File: src/rtl/mvq_pkg.sv
package mvq_pkg;
    typedef enum logic {
        ST_IDLE = 1'b0,
        ST_RUN  = 1'b1
    } seq_state_t;

    localparam int unsigned DEF_AUX_POS = 25;
endpackage

File: src/rtl/mvq_fifo.sv
module mvq_fifo #(
    parameter int unsigned W     = 24,
    parameter int unsigned DEPTH = 2
) (
    input  logic         clk,
    input  logic         rst_n,
    input  logic         clr,
    input  logic         push,
    input  logic         pop,
    input  logic [W-1:0] wdata,
    output logic [W-1:0] rdata,
    output logic         empty,
    output logic         full
);
    localparam int unsigned AW = (DEPTH > 1) ? $clog2(DEPTH) : 1;
    localparam int unsigned CW = $clog2(DEPTH + 1);

    logic [W-1:0]  mem [DEPTH];
    logic [AW-1:0] rptr, wptr;
    logic [CW-1:0] fill;
    logic          push_ok, pop_ok;

    assign empty   = (fill == '0);
    assign full    = (fill == CW'(DEPTH));
    assign push_ok = push && !full && !clr;
    assign pop_ok  = pop && !empty && !clr;
    assign rdata   = mem[rptr];

    always_ff @(posedge clk) begin
        if (!rst_n) begin
            rptr <= '0;
            wptr <= '0;
            fill <= '0;
            for (int i = 0; i < int'(DEPTH); i++) mem[i] <= '0;
        end else if (clr) begin
            rptr <= '0;
            wptr <= '0;
            fill <= '0;
        end else begin
            if (push_ok) begin
                mem[wptr] <= wdata;
                wptr <= (wptr == AW'(DEPTH - 1)) ? '0 : wptr + 1'b1;
            end
            if (pop_ok)
                rptr <= (rptr == AW'(DEPTH - 1)) ? '0 : rptr + 1'b1;
            case ({push_ok, pop_ok})
                2'b10:   fill <= fill + 1'b1;
                2'b01:   fill <= fill - 1'b1;
                default: fill <= fill;
            endcase
        end
    end

    // a write into a full queue neither adds an entry nor disturbs the head
    a_r1_no_overflow: assert property (@(posedge clk) disable iff (!rst_n)
        (full && push && !pop && !clr) |=> (full && $stable(rdata)));

    // a clear leaves the queue empty
    a_r10_clear_empties: assert property (@(posedge clk) disable iff (!rst_n)
        clr |=> empty);
endmodule

File: src/rtl/mvq_event.sv
module mvq_event (
    input  logic clk,
    input  logic rst_n,
    input  logic set,
    input  logic clr,
    output logic occ
);
    always_ff @(posedge clk) begin
        if (!rst_n)   occ <= 1'b0;
        else if (set) occ <= 1'b1;
        else if (clr) occ <= 1'b0;
    end

    // the flag is sticky until a clear strobe
    a_r7_sticky: assert property (@(posedge clk) disable iff (!rst_n)
        (occ && !clr) |=> occ);

    // a set is never lost to a simultaneous clear
    a_r8_set_wins: assert property (@(posedge clk) disable iff (!rst_n)
        set |=> occ);
endmodule

File: src/rtl/mvq_sequencer.sv
module mvq_sequencer #(
    parameter int unsigned CNT_W   = 24,
    parameter int unsigned CTL_W   = 32,
    parameter int unsigned DEPTH   = 2,
    parameter int unsigned AUX_POS = mvq_pkg::DEF_AUX_POS
) (
    input  logic             clk,
    input  logic             rst_n,
    input  logic             enable,
    input  logic             cnt_wr,
    input  logic [CNT_W-1:0] cnt_wdata,
    input  logic             ctl_wr,
    input  logic [CTL_W-1:0] ctl_wdata,
    input  logic             step,
    input  logic             queue_clr,
    input  logic             ld_det_en,
    input  logic             mc_det_en,
    input  logic             ld_irq_en,
    input  logic             mc_irq_en,
    input  logic [1:0]       occ_clr,
    output logic [CNT_W-1:0] cur_count,
    output logic [CTL_W-1:0] cur_ctrl,
    output logic             aux_out,
    output logic             slots_avail,
    output logic             queue_empty,
    output logic             move_done,
    output logic             idle,
    output logic             ld_occur,
    output logic             mc_occur,
    output logic             irq
);
    import mvq_pkg::*;

    localparam logic [CNT_W-1:0] ONE = CNT_W'(1);

    seq_state_t       state_q, state_d;
    logic [CNT_W-1:0] cq_head;
    logic [CTL_W-1:0] kq_head;
    logic             cq_empty, cq_full, kq_empty, kq_full;
    logic             load, md_q, mc_rise;

    mvq_fifo #(.W(CNT_W), .DEPTH(DEPTH)) u_cnt_q (
        .clk(clk), .rst_n(rst_n), .clr(queue_clr),
        .push(cnt_wr), .pop(load), .wdata(cnt_wdata),
        .rdata(cq_head), .empty(cq_empty), .full(cq_full)
    );

    mvq_fifo #(.W(CTL_W), .DEPTH(DEPTH)) u_ctl_q (
        .clk(clk), .rst_n(rst_n), .clr(queue_clr),
        .push(ctl_wr), .pop(load), .wdata(ctl_wdata),
        .rdata(kq_head), .empty(kq_empty), .full(kq_full)
    );

    assign load = (state_q == ST_IDLE) && enable && !cq_empty && !queue_clr;

    // state register
    always_ff @(posedge clk) begin
        if (!rst_n) state_q <= ST_IDLE;
        else        state_q <= state_d;
    end

    // next-state logic
    always_comb begin
        state_d = state_q;
        unique case (state_q)
            ST_IDLE: if (load && cq_head != '0)      state_d = ST_RUN;
            ST_RUN:  if (step && cur_count == ONE)   state_d = ST_IDLE;
        endcase
    end

    // datapath registers: current move and control word
    always_ff @(posedge clk) begin
        if (!rst_n) begin
            cur_count <= '0;
            cur_ctrl  <= '0;
            md_q      <= 1'b1;
        end else begin
            md_q <= move_done;
            if (load) begin
                cur_count <= cq_head;
                if (!kq_empty) cur_ctrl <= kq_head;
            end else if (state_q == ST_RUN && step) begin
                cur_count <= cur_count - ONE;
            end
        end
    end

    // status outputs
    always_comb begin
        slots_avail = !cq_full;
        queue_empty = cq_empty;
        move_done   = (state_q == ST_IDLE) && cq_empty;
        idle        = move_done && queue_empty;
        aux_out     = cur_ctrl[AUX_POS];
        mc_rise     = move_done && !md_q;
        irq         = (ld_occur && ld_irq_en) || (mc_occur && mc_irq_en);
    end

    mvq_event u_ld_evt (
        .clk(clk), .rst_n(rst_n), .set(load && ld_det_en),
        .clr(occ_clr[0]), .occ(ld_occur)
    );

    mvq_event u_mc_evt (
        .clk(clk), .rst_n(rst_n), .set(mc_rise && mc_det_en),
        .clr(occ_clr[1]), .occ(mc_occur)
    );

    // a running move is never replaced; the count only changes by stepping
    a_r2_no_reload_in_run: assert property (@(posedge clk) disable iff (!rst_n)
        (state_q == ST_RUN && !step) |=> $stable(cur_count));

    // each step in a run lowers the count by exactly one
    a_r3_step_dec: assert property (@(posedge clk) disable iff (!rst_n)
        (state_q == ST_RUN && step) |=> (cur_count == $past(cur_count) - ONE));

    // the idle state always holds a zero count
    a_r3_idle_zero: assert property (@(posedge clk) disable iff (!rst_n)
        (state_q == ST_IDLE) |-> (cur_count == '0));

    // the aux level moves only with a load
    a_r5_aux_hold: assert property (@(posedge clk) disable iff (!rst_n)
        !load |=> $stable(aux_out));

    // completion implies an empty queue
    a_r6_done_empty: assert property (@(posedge clk) disable iff (!rst_n)
        move_done |-> queue_empty);

    // an enabled pending event always raises the request
    a_r9_irq: assert property (@(posedge clk) disable iff (!rst_n)
        (ld_occur && ld_irq_en) |-> irq);
endmodule

File: config.mk
export PLATFORM = sky130hd
export DESIGN_NAME = mvq_sequencer
export DESIGN_NICKNAME = d
export VERILOG_FILES = /design/src/rtl/mvq_pkg.sv /design/src/rtl/mvq_fifo.sv /design/src/rtl/mvq_event.sv /design/src/rtl/mvq_sequencer.sv
export SDC_FILE = /design/constraint.sdc
export NUM_CORES = 1
export LEC_CHECK = 0
export CORE_MARGIN = 2
export CORE_UTILIZATION = 60
export CTS_BUF_LIST = sky130_fd_sc_hd__clkbuf_2 sky130_fd_sc_hd__clkbuf_4 sky130_fd_sc_hd__clkbuf_8
export DETAILED_ROUTE_END_ITERATION = 12
export DONT_BUFFER_PORTS = 1
export HOLD_SLACK_MARGIN = 0.1
export PLACE_DENSITY_LB_ADDON = 0.2
export SKIP_CTS_REPAIR_TIMING = 1
export SYNTH_ARGS = -nofsm -noshare
export SYNTH_HDL_FRONTEND = slang
export SYNTH_SLANG_ARGS = --single-unit
File: constraint.sdc
create_clock -name clk -period 9.16 [get_ports clk]
set_clock_uncertainty 0.05 [all_clocks]
set_input_delay 1.832 -clock clk [delete_from_list [all_inputs] [get_ports clk]]
set_output_delay 1.832 -clock clk [all_outputs]
set_load 0.03 [all_outputs]
## Word-level counts from Yosys, hierarchy flattened

Memory sizes are Yosys's and may differ from the RTL's. A register that Yosys moved wholly into a read port is not among the register bits.
Cells that the tools add are included.
W data, S select, Z words.

| storage, ports and cells | value |
|---|---|
| memories | 2 |
| bits in registers | 36 |
| bits of input ports | 69 |
| memory bits (writable) | 112 |
| logic and storage cells | 105 |

| operators by class | value |
|---|---|
| bitwise gates (word level) | 3 |
| reductions and logical operators | 41 |
| muxes and demuxes | 32 |
| add/sub/neg operators | 9 |
| equality and inequality tests | 7 |

Memory list:

| name | words | width | read ports | clocked after Yosys merged registers in | wr ports | RTL line | text |
|---|---|---|---|---|---|---|---|
| u_ctl_q.mem | 2 | 32 | 1 | 1 | 2 | mvq_fifo.sv:18 | `logic [W-1:0] mem [DEPTH];` |
| u_cnt_q.mem | 2 | 24 | 1 | 1 | 2 | mvq_fifo.sv:18 |  |

Operators by type and width:

| cell | number |
|---|---|
| $mux W24 | 3 |
| $mux W32 | 1 |
| $reduce_or A32 Y1 | 1 |
| $mux W1 | 25 |
| $eq A24 B1 Y1 const B | 1 |
| $reduce_bool A24 Y1 | 1 |
| $reduce_or A24 Y1 | 1 |
| $sub A24 B1 Y24 const B | 1 |
| $logic_and A1 B1 Y1 | 21 |
| $reduce_bool A2 Y1 | 5 |
| $eq A2 B2 Y1 const B | 4 |
| $pmux W2 S2 | 2 |
| $logic_not A1 Y1 | 7 |
| $add A1 B1 Y1 const B | 4 |
| $add A2 B1 Y2 const B | 2 |
| $eq A2 B1 Y1 const B | 2 |
| $logic_not A2 Y1 | 2 |
| $sub A2 B1 Y2 const B | 2 |
| $not A1 Y1 | 3 |
| $pmux W1 S2 | 1 |
| $reduce_and A2 Y1 | 1 |
| $reduce_or A2 Y1 | 1 |
| $logic_or A1 B1 Y1 | 1 |

## Depth between registers and ports, before layout

| depth | value |
|---|---|
| depth in word-level cells | 10 |
| mapped depth | 9 |

## By module

A second synthesis with hierarchy kept.

| second synthesis, totals | value |
|---|---|
| cells, all modules | 716 |
| area total of the unflattened synthesis | 8160.3 µm² |

By module, submodules not included:

| module | cells each | area each (µm²) | sequential area each (µm²) | times used |
|---|---|---|---|---|
| mvq_fifo (u_ctl_q) | 200 | 3009.1 | 2021.9 | 1 |
| mvq_sequencer | 353 | 2732.6 | 1161.1 | 1 |
| mvq_fifo (u_cnt_q) | 157 | 2336.0 | 1541.5 | 1 |
| mvq_event | 3 | 41.3 | 20.0 | 2 |

## Worst setup path after synthesis

Ideal clock, no wire load.

| timing | value |
|---|---|
| path type | input to register |
| start point | input port ctl_wr |
| end point | memory u_ctl_q.mem[0][0] (netlist bit), enable pin |
| stages | 3 |
| slack | 4.057 ns |
| arrival time | 4.588 ns |
| cells stage by stage | o21ai_0 -> or2_2 -> o21ai_0 |

RTL lines:

| element | RTL line | text |
|---|---|---|
| start: declaration | mvq_sequencer.sv:12 | `input logic ctl_wr,` |
| end: declaration | mvq_fifo.sv:18 |  |

## Final worst setup path

| timing | value |
|---|---|
| start point | input port ld_irq_en |
| end point | output port irq |

| between the ends | value |
|---|---|
| cells in the longest elaborated chain, start to end | 2 |

RTL lines:

| element | RTL line | text |
|---|---|---|
| start: declaration | mvq_sequencer.sv:18 | `input logic ld_irq_en,` |
| $logic_and A1 B1 Y1 | mvq_sequencer.sv:96 | `irq = (ld_occur && ld_irq_en) \|\| (mc_occur && mc_irq_en);` |
| $logic_or A1 B1 Y1 | mvq_sequencer.sv:96 |  |
| end: declaration | mvq_sequencer.sv:30 | `output logic irq` |

No other way between the ends.

==> summary.md <==
| Metric | Value |
|---|---|
| Status | `finished, final reports clean` |
| DR pass1 iterations | `5` |
| Sequential fraction of the synthesis area | `59.7%` |
| Vias in the first global route | `4765` |
| Critical Path AT | `2150 ps` |
| GRT Total Usage | `23.1%` |
| Most instantiated library cell after synthesis | `and2_1` |
| Syn_area_per_cell | `12.0 µm²` |
| Routed Antenna Nets | `0` |
| Std cell rows | `42` |
| Largest net degree at the start of global routing | `67` |
| EDFF count, synth | `112` |
| Routed vias | `4897` |
| Number of diodes | `0` |
| Avg Vias per Cell | `5.84` |
| Worst-skew pair later-pin latency | `470 ps` |
| Clk sink count | `181` |
| End of the worst register-to-register path | `u_ctl_q.fill[1]` |
| PwrDens | `185 mW/mm²` |
| Max-Cap Viols | `0` |
| Slew @ Worst Pin | `1120 ps` |
| Syn Inst Count | `662` |
| R2R Setup Slk | `6170 ps` |
| Clk slew on worst S/H paths | `90 ps` |
| Sum Neg Setup Slack | `0 ps` |
| FF-to-FF Start | `u_cnt_q.fill[0]` |
| Ys async rst share | `0%` |
| FF-to-FF path depth | `7` |
| CTS tree | `done` |
| Crit path buffers/inverters | `0` |
| RSZ-0062 raised after global routing | `no` |
| Synth top area cells | `edfxtp_1 42%, dfxtp_1 17%, and2_1 8.9%` |
| Largest area contributor in the netlist | `edfxtp_1` |
| HP Start | `md_q` |
| GR Overflow Total | `0` |
| Iter 0 DRT Violations | `521` |
| Fillcell total | `1015` |
| Minimum clock period | `4040 ps` |
| Yosys reg bits | `181` |
| Worst setup margin | `5120 ps` |
| I/O pin cnt | `133` |
| Drt wl/cell | `18.8 µm` |
| CP Data Required Time | `7280 ps` |
| First-pass GRT wire length | `25300 µm` |
| Maximum root-to-sink buffer count | `2` |
| Net count, final | `723` |
| Unique masters post-synth | `54` |
| Chip height | `119 µm` |
| # H-tree levels | `4` |
| Layout area overhead | `7.38%` |
| Initial Utilization | `60.8%` |
| Leak | `3.31 nW` |
| Layout cells sized above 1 | `10.9%` |
| Post-synth top flop | `edfxtp_1` |
| Placed Area | `0.00811 mm²` |
| Slowest cell on the critical path | `a22o_1` |
| Initial antenna violation count | `0` |
| Fin Hold WS | `459 ps` |
| Startpoint types | `primary input` |
| Synth top area share | `42.3%` |
| TritonCTS Buffers | `17` |
| Synth Warn # | `0` |
| Top cells by count, synth | `113 x and2_1, 112 x edfxtp_1, 69 x dfxtp_1, 42 x mux2i_1, 38 x nand2_1` |
| Max Clk Rate | `0.248 GHz` |
| WHS Endpoint | `u_mc_evt.occ` |
| Setup violations, final | `0` |
| Final instance area | `0.00854 mm²` |
| Chip Width | `119 µm` |
| Slew Limit Fails | `0` |
| Min-Delay Path Class | `reg -> reg` |
| DRC violation count after routing | `0` |
| Post-Syn Area | `0.00795 mm²` |
| Tot Pwr | `1.58 mW` |
| Slew HR | `25.1%` |
| Hold Path Stages | `2` |
| Crit Path Max Fanout | `1` |
| Core area | `0.0131 mm²` |
| Post-Syn Nets | `735` |
| Setup CP Type | `in -> out` |
| Worst setup EP type | `output port` |
| CP Cell Sequence | `a22o_1` |
| Place WS | `5030 ps` |
| VDD IR-drop max | `0.110 mV` |
| Full die area | `0.0142 mm²` |
| Critical path's top delay family | `compound AO/OA/AOI/OAI gates` |
| Routed WL | `15700 µm` |
| Final hold viol count | `0` |
| Gpl congestion | `0.847` |
| Root buffer cell | `clkbuf_8` |
| Max stage delay on crit path | `320 ps` |
| CP Depth | `1` |
| Port bufs | `0` |
| Fraction of the cycle the final worst path needs | `44.1%` |
| Detailed placer's ending HPWL | `10500 µm` |
## stage by stage
step / utilization, % / instances
4_1_cts: 65.3 / 839
2_1_floorplan: - / 662
5_1_grt: 65.3 / 839
3_5_place_dp: 62.0 / 807
3_3_place_gp: 62.0 / 807
6_report: 65.3 / 839
## cells by family (layout without fill, tap and decap cells)
family / after synthesis / in the layout / synth area share [%]
fa+ha+maj: 4 / 4 / 0.629
compound gates: 104 / 104 / 9.38
mux: 56 / 56 / 7.27
xor+xnor: 20 / 20 / 2.20
flops: 181 / 181 / 59.7
simple gates: 250 / 250 / 18.4
buf+inv: 47 / 48 / 2.50
## metal layers
metal / wire (µm) / global-route usage (%) / up-vias
li1: - / - / 2368
met1: 6800 / 31.5 / 2358
met2: 7390 / 34.9 / 158
met3: 1350 / 8.52 / 13
met4: 193 / 6.85 / 0
met5: 0 / 0 / -
## final cells by class
| class | count | area [µm²] | area share, % |
|---|---|---|---|
| sequential | 181 | 4750 | 55.6 |
| multi-input combinational | 434 | 3050 | 35.7 |
| clock buffer | 18 | 241 | 2.83 |
| tap | 176 | 220 | 2.58 |
| clock inverter | 14 | 191 | 2.24 |
| timing repair buffer | 9 | 67.6 | 0.791 |
| inverter | 7 | 26.3 | 0.308 |
## tightest hold or removal path: stages, from the launching register on
cell and delay (ps):
dfxtp_1 310, nand3b_1 90, a21boi_0 70
## flip-flops by register name (all words and copies together) (netlist names), named ones only
register	count
u_ld_evt.occ	1
md_q	1
u_mc_evt.occ	1
u_ctl_q.mem	64
u_cnt_q.rptr	1
u_cnt_q.mem	48
u_cnt_q.wptr	1
u_ctl_q.wptr	1
u_cnt_q.fill	2
state_q	1
cur_count	24
cur_ctrl	32
u_ctl_q.rptr	1
u_ctl_q.fill	2
## placed cells by master (no fill, tap or decap), types with 3 or more instances in the layout
master     instances
a21boi_0           6
a21oi_1           22
a31oi_1            3
and2_1           113
buf_4              9
bufinv_16          3
clkbuf_8          17
dfxtp_1           68
edfxtp_1         112
ha_1               4
inv_1              7
inv_6              3
mux2_2            14
mux2i_1           42
nand2_1           38
nand2b_1           6
nand3_1            3
nand4_1            4
nor2_1            28
nor2b_1            4
nor3_1            10
nor3_2             4
nor4_1            12
o211a_1           32
o21ai_0           24
o22ai_1            3
o31a_1             3
or3_1              5
or4_1              5
xnor2_1           18
## power breakdown
part / internal (mW) / switching [mW]
clock network: 0.281 / 0.298
logic: 0.0308 / 0.0496
registers: 0.899 / 0.0242
## how the worst max path moves through the flow
stage	from	to	slack (ps)
global placement	queue_clr	u_ctl_q.fill[1]	5110
finish	ld_irq_en	irq	5120
floorplan	ctl_wr	u_ctl_q.mem[0][0]	4060
detailed placement	queue_clr	u_ctl_q.fill[1]	5030
CTS	ld_irq_en	irq	5120
global route	ld_irq_en	irq	5120
(Power assumes the default switching activity.)
